File: src/rtl/hw_ctl_pkg.sv
package hw_ctl_pkg;

   // operation line indices used by the strobe equations
   localparam int OP_AND     = 0;
   localparam int OP_ADD     = 1;
   localparam int OP_LOAD    = 2;
   localparam int OP_STORE   = 3;
   localparam int OP_JUMP    = 4;
   localparam int OP_CALL    = 5;
   localparam int OP_INCSKIP = 6;

   // timing step indices
   localparam int ST_ADDR   = 0;
   localparam int ST_FETCH  = 1;
   localparam int ST_DECODE = 2;
   localparam int ST_INDIR  = 3;
   localparam int ST_EXEC   = 4;
   localparam int ST_EXEC2  = 5;
   localparam int ST_WBACK  = 6;
   localparam int ST_USED   = 7;

   // operand bit positions that drive flag controls
   localparam int B_E_CLR   = 10;
   localparam int B_E_CMP   = 8;
   localparam int B_IEN_ON  = 7;
   localparam int B_IEN_OFF = 6;

   typedef struct packed {
      logic ar_ld;
      logic ir_ld;
      logic pc_inc;
      logic pc_ld;
      logic dr_ld;
      logic mem_rd;
      logic mem_wr;
      logic dec_phase;
      logic e_clr;
      logic e_cmp;
      logic ien_set;
      logic ien_clr;
   } strobe_t;

endpackage

File: src/rtl/hw_ctl_onehot_dec.sv
module hw_ctl_onehot_dec #(
   parameter int SELW      = 3,
   parameter bit USE_SHIFT = 1'b0,
   localparam int NL       = 1 << SELW
) (
   input  logic [SELW-1:0] sel,
   output logic [NL-1:0]   line
);

   generate
      if (USE_SHIFT) begin : g_shift
         assign line = {{(NL-1){1'b0}}, 1'b1} << sel;
      end else begin : g_cmp
         for (genvar i = 0; i < NL; i++) begin : g_bit
            assign line[i] = (sel == SELW'(i));
         end
      end
   endgenerate

endmodule

File: src/rtl/hw_ctl_step_ctr.sv
module hw_ctl_step_ctr #(
   parameter int CW = 4
) (
   input  logic          clk,
   input  logic          rst,
   input  logic          clr,
   output logic [CW-1:0] cnt
);

   always_ff @(posedge clk) begin
      if (rst)
         cnt <= '0;
      else if (clr)
         cnt <= '0;
      else
         cnt <= cnt + CW'(1);
   end

endmodule

File: src/rtl/hw_ctl_strobe_logic.sv
module hw_ctl_strobe_logic
   import hw_ctl_pkg::*;
#(
   parameter int OPW = 3,
   parameter int SCW = 4,
   parameter int AW  = 12,
   localparam int NOP = 1 << OPW,
   localparam int NT  = 1 << SCW
) (
   input  logic [NOP-1:0] d,
   input  logic [NT-1:0]  t,
   input  logic           mode,
   input  logic [AW-1:0]  operand,
   output strobe_t        s,
   output logic [AW-1:0]  rr_op,
   output logic [AW-1:0]  io_op
);

   logic ext, mref, rd_grp, wr_grp, indir, rr_sel, io_sel;
   logic unused_d, unused_t;

   assign unused_d = ^d;
   assign unused_t = ^t;

   always_comb begin
      ext    = d[NOP-1];
      mref   = ~ext;
      rd_grp = d[OP_AND] | d[OP_ADD] | d[OP_LOAD] | d[OP_INCSKIP];
      wr_grp = d[OP_STORE] | d[OP_CALL];
      indir  = mref & mode & t[ST_INDIR];
      rr_sel = ext & ~mode & t[ST_INDIR];
      io_sel = ext & mode & t[ST_INDIR];

      rr_op = {AW{rr_sel}} & operand;
      io_op = {AW{io_sel}} & operand;

      s.ar_ld     = t[ST_ADDR] | t[ST_DECODE] | indir;
      s.ir_ld     = t[ST_FETCH];
      s.pc_inc    = t[ST_FETCH];
      s.dec_phase = t[ST_DECODE];
      s.mem_rd    = t[ST_FETCH] | indir | (rd_grp & t[ST_EXEC]);
      s.dr_ld     = rd_grp & t[ST_EXEC];
      s.mem_wr    = (wr_grp & t[ST_EXEC]) | (d[OP_INCSKIP] & t[ST_WBACK]);
      s.pc_ld     = (d[OP_JUMP] & t[ST_EXEC]) | (d[OP_CALL] & t[ST_EXEC2]);
      s.e_clr     = rr_op[B_E_CLR];
      s.e_cmp     = rr_op[B_E_CMP];
      s.ien_set   = io_op[B_IEN_ON];
      s.ien_clr   = io_op[B_IEN_OFF];
   end

endmodule

File: src/rtl/hw_ctl_unit.sv
module hw_ctl_unit
   import hw_ctl_pkg::*;
#(
   parameter int IW        = 16,
   parameter int OPW       = 3,
   parameter int SCW       = 4,
   parameter bit DEC_SHIFT = 1'b0
) (
   input  logic                  clk,
   input  logic                  rst,
   input  logic                  sc_clr,
   input  logic [IW-1:0]         instr,
   output logic [(1<<OPW)-1:0]   d_line,
   output logic [(1<<SCW)-1:0]   t_line,
   output logic                  ar_ld,
   output logic                  ir_ld,
   output logic                  pc_inc,
   output logic                  pc_ld,
   output logic                  dr_ld,
   output logic                  mem_rd,
   output logic                  mem_wr,
   output logic                  dec_phase,
   output logic [IW-OPW-2:0]     rr_op,
   output logic [IW-OPW-2:0]     io_op,
   output logic                  e_clr,
   output logic                  e_cmp,
   output logic                  ien_set,
   output logic                  ien_clr
);

   localparam int AW       = IW - OPW - 1;
   localparam int MODE_BIT = IW - 1;
   localparam int OP_LSB   = AW;

   generate
      if (OPW < 3) begin : g_bad_opw
         $error("hw_ctl_unit: OPW must be at least 3");
      end
      if ((1 << SCW) < ST_USED) begin : g_bad_scw
         $error("hw_ctl_unit: SCW too small for the step schedule");
      end
      if (AW <= B_E_CLR) begin : g_bad_aw
         $error("hw_ctl_unit: operand field too narrow for flag bits");
      end
   endgenerate

   logic [SCW-1:0] step;
   strobe_t        s;

   hw_ctl_onehot_dec #(.SELW(OPW), .USE_SHIFT(DEC_SHIFT)) op_dec_i (
      .sel  (instr[OP_LSB +: OPW]),
      .line (d_line)
   );

   hw_ctl_step_ctr #(.CW(SCW)) step_ctr_i (
      .clk (clk),
      .rst (rst),
      .clr (sc_clr),
      .cnt (step)
   );

   hw_ctl_onehot_dec #(.SELW(SCW), .USE_SHIFT(DEC_SHIFT)) t_dec_i (
      .sel  (step),
      .line (t_line)
   );

   hw_ctl_strobe_logic #(.OPW(OPW), .SCW(SCW), .AW(AW)) strobe_i (
      .d       (d_line),
      .t       (t_line),
      .mode    (instr[MODE_BIT]),
      .operand (instr[AW-1:0]),
      .s       (s),
      .rr_op   (rr_op),
      .io_op   (io_op)
   );

   assign ar_ld     = s.ar_ld;
   assign ir_ld     = s.ir_ld;
   assign pc_inc    = s.pc_inc;
   assign pc_ld     = s.pc_ld;
   assign dr_ld     = s.dr_ld;
   assign mem_rd    = s.mem_rd;
   assign mem_wr    = s.mem_wr;
   assign dec_phase = s.dec_phase;
   assign e_clr     = s.e_clr;
   assign e_cmp     = s.e_cmp;
   assign ien_set   = s.ien_set;
   assign ien_clr   = s.ien_clr;

endmodule

File: config.mk
export PLATFORM = sky130hd
export DESIGN_NAME = hw_ctl_unit
export DESIGN_NICKNAME = d
export VERILOG_FILES = /design/src/rtl/hw_ctl_pkg.sv /design/src/rtl/hw_ctl_onehot_dec.sv /design/src/rtl/hw_ctl_step_ctr.sv /design/src/rtl/hw_ctl_strobe_logic.sv /design/src/rtl/hw_ctl_unit.sv
export SDC_FILE = /design/constraint.sdc
export NUM_CORES = 1
export LEC_CHECK = 0
export BUFFER_PORTS_ARGS = -buffer_cell sky130_fd_sc_hd__buf_2
export CORE_UTILIZATION = 34
export CTS_BUF_LIST = sky130_fd_sc_hd__clkbuf_16
export DETAILED_ROUTE_END_ITERATION = 16
export PLACE_DENSITY_LB_ADDON = 0.08
export SLEW_MARGIN = 25
export SYNTH_ARGS = -nofsm -noshare
export SYNTH_HDL_FRONTEND = slang
export SYNTH_HIERARCHICAL = 1
export SYNTH_SLANG_ARGS = --single-unit
File: constraint.sdc
create_clock -name clk -period 2.3 [get_ports clk]
set_clock_uncertainty 0.15 [all_clocks]
set_input_delay 0.115 -clock clk [delete_from_list [all_inputs] [get_ports clk]]
set_output_delay 0.115 -clock clk [all_outputs]
set_load 0.05 [all_outputs]
---- Yosys cells after proc, flatten, opt, wreduce, memory -nomap -nowiden ----
Cells that the tools add are included.
storage, ports and cells
  flip-flop bits (word level) ............. 4
  latch bits .............................. 0
  memory bits (writable) .................. 0
  bits in read-only memories .............. 0
  input port bits ......................... 19
  output and inout bits ................... 60
  word-level logic and storage cells ...... 52
  memories kept ........................... 0
cells by class
  $add $sub $neg .......................... 1
  multipliers ............................. 0
  divide/modulo/power cells ............... 0
  order comparisons ....................... 0
  equal/unequal tests ..................... 22
  shift-type cells ........................ 0
  multiplexer cells ....................... 0
  bitwise gates (word level) .............. 25
  reduce and logical (&&, ||, !) cells .... 3
operators by type and width
  kind                   number
  $eq A4 B4 Y1 const B   8
  $and A12 B12 Y12       2
  $eq A4 B3 Y1 const B   4
  $eq A3 B3 Y1 const B   4
  $and A1 B1 Y1          11
  $or A1 B1 Y1           10
  $eq A4 B2 Y1 const B   2
  $eq A3 B2 Y1 const B   2
  $add A4 B1 Y4 const B  1
  $eq A4 B1 Y1 const B   1
  $logic_not A4 Y1       1
  $eq A3 B1 Y1 const B   1
  $logic_not A3 Y1       1
  $not A1 Y1             2
  $reduce_or A2 Y1       1

---- Logic depth before layout (Yosys ltp) ----
  word-level depth ........................ 6
  gate-level depth with buffers ........... 6
  mapped depth without buffers ............ 3

---- Hierarchy ----
The synthesis kept the hierarchy.
modules (own cells, without submodules)
  module                         times used  cells each  area an instance (µm²)  sequential area each (µm²)
  hw_ctl_strobe_logic            1           43          281.5                   0.0
  hw_ctl_onehot_dec at t_dec_i   1           20          226.5                   0.0
  hw_ctl_step_ctr                1           13          151.4                   80.1
  hw_ctl_onehot_dec at op_dec_i  1           8           65.1                    0.0

---- Worst setup path after synthesis ----
Ideal clock, no wire load.
  kind .................................... reg-to-output
  from .................................... register step_ctr_i.cnt[2]
  to ...................................... output port mem_rd
  arrival ................................. 2.807 ns
  data required time ...................... 2.035 ns
  setup slack ............................. -0.772 ns
  cell stages (with the launch flop) ...... 5
  buffers on the path ..................... 1
  cell sequence ........................... dfxtp_1 buf_4 nor4b_2 o41a_1 a311o_1
between the ends
  elaborated cells between the ends (all ways) .. 7
  classes of those cells .................. eq/ne (3); bitwise (4)
RTL lines
  item                    RTL line                   source
  start, declared         hw_ctl_step_ctr.sv:7       output logic [CW-1:0] cnt
  start signal, assigned  hw_ctl_step_ctr.sv:16      cnt <= cnt + CW'(1);
  $eq A4 B3 Y1            hw_ctl_onehot_dec.sv:15    assign line[i] = (sel == SELW'(i));
  net t_line[4]           hw_ctl_unit.sv:14          output logic [(1<<SCW)-1:0] t_line,
  $and A1 B1 Y1           n/a
  net dr_ld               hw_ctl_unit.sv:19          output logic dr_ld,
  $or A1 B1 Y1            hw_ctl_strobe_logic.sv:41  s.mem_rd = t[ST_FETCH] | indir | (rd_grp & t[ST_EXEC]);
  end, declared           hw_ctl_unit.sv:20          output logic mem_rd,
The timed path passes the listed nets, and every way through them passes these cells.

---- Final worst setup path ----
  from .................................... register step_ctr_i.cnt[1]
  to ...................................... output port io_op[6]
between the ends
  longest elaborated chain between the ends .. 3
ends and longest elaborated chain
  item              RTL line                   source
  $eq A4 B2 Y1      hw_ctl_onehot_dec.sv:15
  $and A1 B1 Y1     hw_ctl_strobe_logic.sv:32  io_sel = ext & mode & t[ST_INDIR];
  $and A12 B12 Y12  hw_ctl_strobe_logic.sv:35  io_op = {AW{io_sel}} & operand;
  end, declared     hw_ctl_unit.sv:24          output logic [IW-OPW-2:0] io_op,
Every way passes these cells.

==> qor.txt <==
Via Count = 875
Drt initial violations = 4
Global Route Usage Sum = 0.169
Seq cells post-synth = 4
Power Total = 469 uW
Hold Vio Cnt, Final = 0
Mapped Avg Cell Area = 8.62 sq um
Post-synth EDFFs = 0
Cells after Synth = 84
Pwr dens = 374 nW/um^2
Highest clock rate = 465 MHz
Fraction of registers with async set or reset after synthesis = 0
Maximum clock path buffer count = 2
FF-to-FF Start = step_ctr_i/cnt[0]$_SDFF_PP0_
IO Pins = 79
Register with the most flip-flops = step_ctr_i/cnt
Port bufs = 78
Fin crit period = 2.15 ns
Reg clk slew, reported paths = 0.03 ns
FF-to-FF End = step_ctr_i/cnt[0]$_SDFF_PP0_
Worst reg2reg path depth = 3
Yosys warns = 6
Status = complete, no violations
Number of diodes = 0
# nets final = 181
Initial antenna violation count = 0
Final GP Congestion = 0.693
Multi-input gate area = 612 sq um
Global-route wire length before repair = 2680 um
Top-area cell type share of the netlist area = 0.207
Vias in the first global route = 612
Die Y = 48.2 um
HP Start = instr[12]
Req. time, crit path = 2.04 ns
Sequential area share after synthesis = 0.111
Crit path capture type = output port
Largest fanout on the critical path = 12
Peak supply drop = 0.000396 V
Crit Path Class = flop to output port
Post-CTS Setup Inserts = 0
Die area = 2320 sq um
Post-synth top flop = dfxtp_1
Most common cell in the synthesized netlist = and2_1
Cts bufs inserted = 3
Gr ovfl total = 0
Flop2flop setup slack = 0.66 ns
Startpoint Class = flop
Post-synthesis cell area = 724 sq um
Unique masters post-synth = 25
Relative slew slack = 0.750
MaxCap Viol Count = 0
H-tree Lvls = 1
Clock tree from TritonCTS = yes
Hpwl dp = 1590 um
Detail Route Antenna Nets = 0
Reg area = 80.1 sq um
Max FFs per register = 4
Vias/cell = 4.70
Hold Path Stages = 3
CTS Hold Bufs = 3
Hold endpoint = d_line[0]
Clock latency on the worst-skew pair = 0.22 ns
Hold Path Class = primary input to output port
Clk sinks = 4
Initial Utilization = 0.366
Final setup viols = 0
Drt first pass iters = 3
Die width = 48.2 um
Wirelength per Cell = 10.8 um
Period utilization = 0.936
Row cnt = 16
Syn_nets = 104
Largest net degree at the start of global routing = 18
TNS Setup = 0 ns
Tightest Pin Transition = 0.374 ns
Layout Area Growth over Synthesis = 73.2%
CTS root buf = clkbuf_16
Ratio of cells with drive above 1 in the final layout = 0.692
Worst EP arrival = 1.89 ns
Core area = 1980 sq um
Top post-synthesis cells by count = and2_1 (24), buf_4 (11), and4bb_2 (6)
Largest regs = step_ctr_i/cnt x4
DRT Wirelength = 2000 um
Filler cell count = 178
P_leak = 0.754 nW
Drt drc = 0
Yosys top cell by area = and2_1
Cells taking the most area after synthesis = and2_1 (21%), buf_4 (11%), dfxtp_1 (11%)
Resized Gates After CTS = 0
RSZ-0062 raised after global routing = false
Max-slew violations = 0
==> cells by family after synthesis <==
logic type / Yosys count / synth area share
flops: 4 / 0.111
xor+xnor: 1 / 0.0121
mux: 1 / 0.0207
fa+ha+maj: 1 / 0.0173
simple gates: 58 / 0.648
compound gates: 5 / 0.0622
buf+inv: 14 / 0.130
==> how the worst max path moves through the flow <==
stage	from	end	slack, ns
finish	step_ctr_i/cnt[1]$_SDFF_PP0_	io_op[6]	0.15
detailed placement	step_ctr_i/cnt[1]$_SDFF_PP0_	io_op[6]	0.36
CTS	step_ctr_i/cnt[1]$_SDFF_PP0_	io_op[6]	0.12
floorplan	step_ctr_i/cnt[2]$_SDFF_PP0_	mem_rd	-0.04
global placement	step_ctr_i/cnt[1]$_SDFF_PP0_	io_op[6]	0.44
global route	step_ctr_i/cnt[1]$_SDFF_PP0_	io_op[6]	0.01
==> metrics by stage <==
stage          instance area [sq um]  setup slack [ns]  instances  hold WS [ns]  utilization
2_1_floorplan                    786           -0.0422         84        0.0361            -
3_3_place_gp                    1150             0.440        180         0.189        0.580
3_5_place_dp                    1150             0.358        180         0.188        0.580
4_1_cts                         1250             0.121        186         0.494        0.633
5_1_grt                         1250            0.0123        186         0.504        0.633
6_report                        1250             0.148        186         0.495        0.633
==> cell type report <==
cell class                      count  area share
Multi-Input combinational cell     66       0.488
Timing Repair Buffer               85       0.359
Sequential cell                     4      0.0638
Clock buffer                        3      0.0598
Tap cell                           27      0.0269
Inverter                            1     0.00299
==> worst max-delay path, cell delays in order, from the launching register on <==
cell      delay (ns)
dfxtp_1         0.53
and4bb_4        0.32
and3_1          0.34
and2_2          0.21
buf_2           0.26
==> placed cells by master (no fill, tap or decap), drive strengths merged <==
cell | synthesis | layout
dfxtp | 4 | 4
xnor2 | 1 | 1
o41a | 1 | 1
and4bb | 6 | 6
ha | 1 | 1
and2 | 24 | 24
and3b | 4 | 4
and4 | 1 | 1
o21ai | 1 | 1
dlygate4sd3 | 0 | 3
buf | 11 | 82
nor4 | 1 | 1
and3 | 2 | 2
a311o | 2 | 2
mux2 | 1 | 1
inv | 1 | 1
nand2 | 2 | 2
nand3 | 1 | 1
nor4b | 4 | 4
clkbuf | 2 | 3
and4b | 4 | 4
nor3 | 4 | 4
a22o | 1 | 1
nor3b | 5 | 5
==> layer usage <==
metal  global-route usage  wire length [um]  vias to the layer above
met4                0.100                33                        0
li1                     -                 -                      453
met3               0.0370               120                        4
met5                    0                 0                        -
met2                0.269               918                       46
met1                0.208               930                      372
==> report_power, final <==
group | total [mW] | internal [mW] | leakage (nW) | switching [mW]
logic | 0.125 | 0.0425 | 0.684 | 0.0827
registers | 0.0763 | 0.0717 | 0.0325 | 0.00460
clock network | 0.268 | 0.222 | 0.0370 | 0.0459
total | 0.469 | 0.336 | 0.754 | 0.133
(Power assumes the default switching activity.)
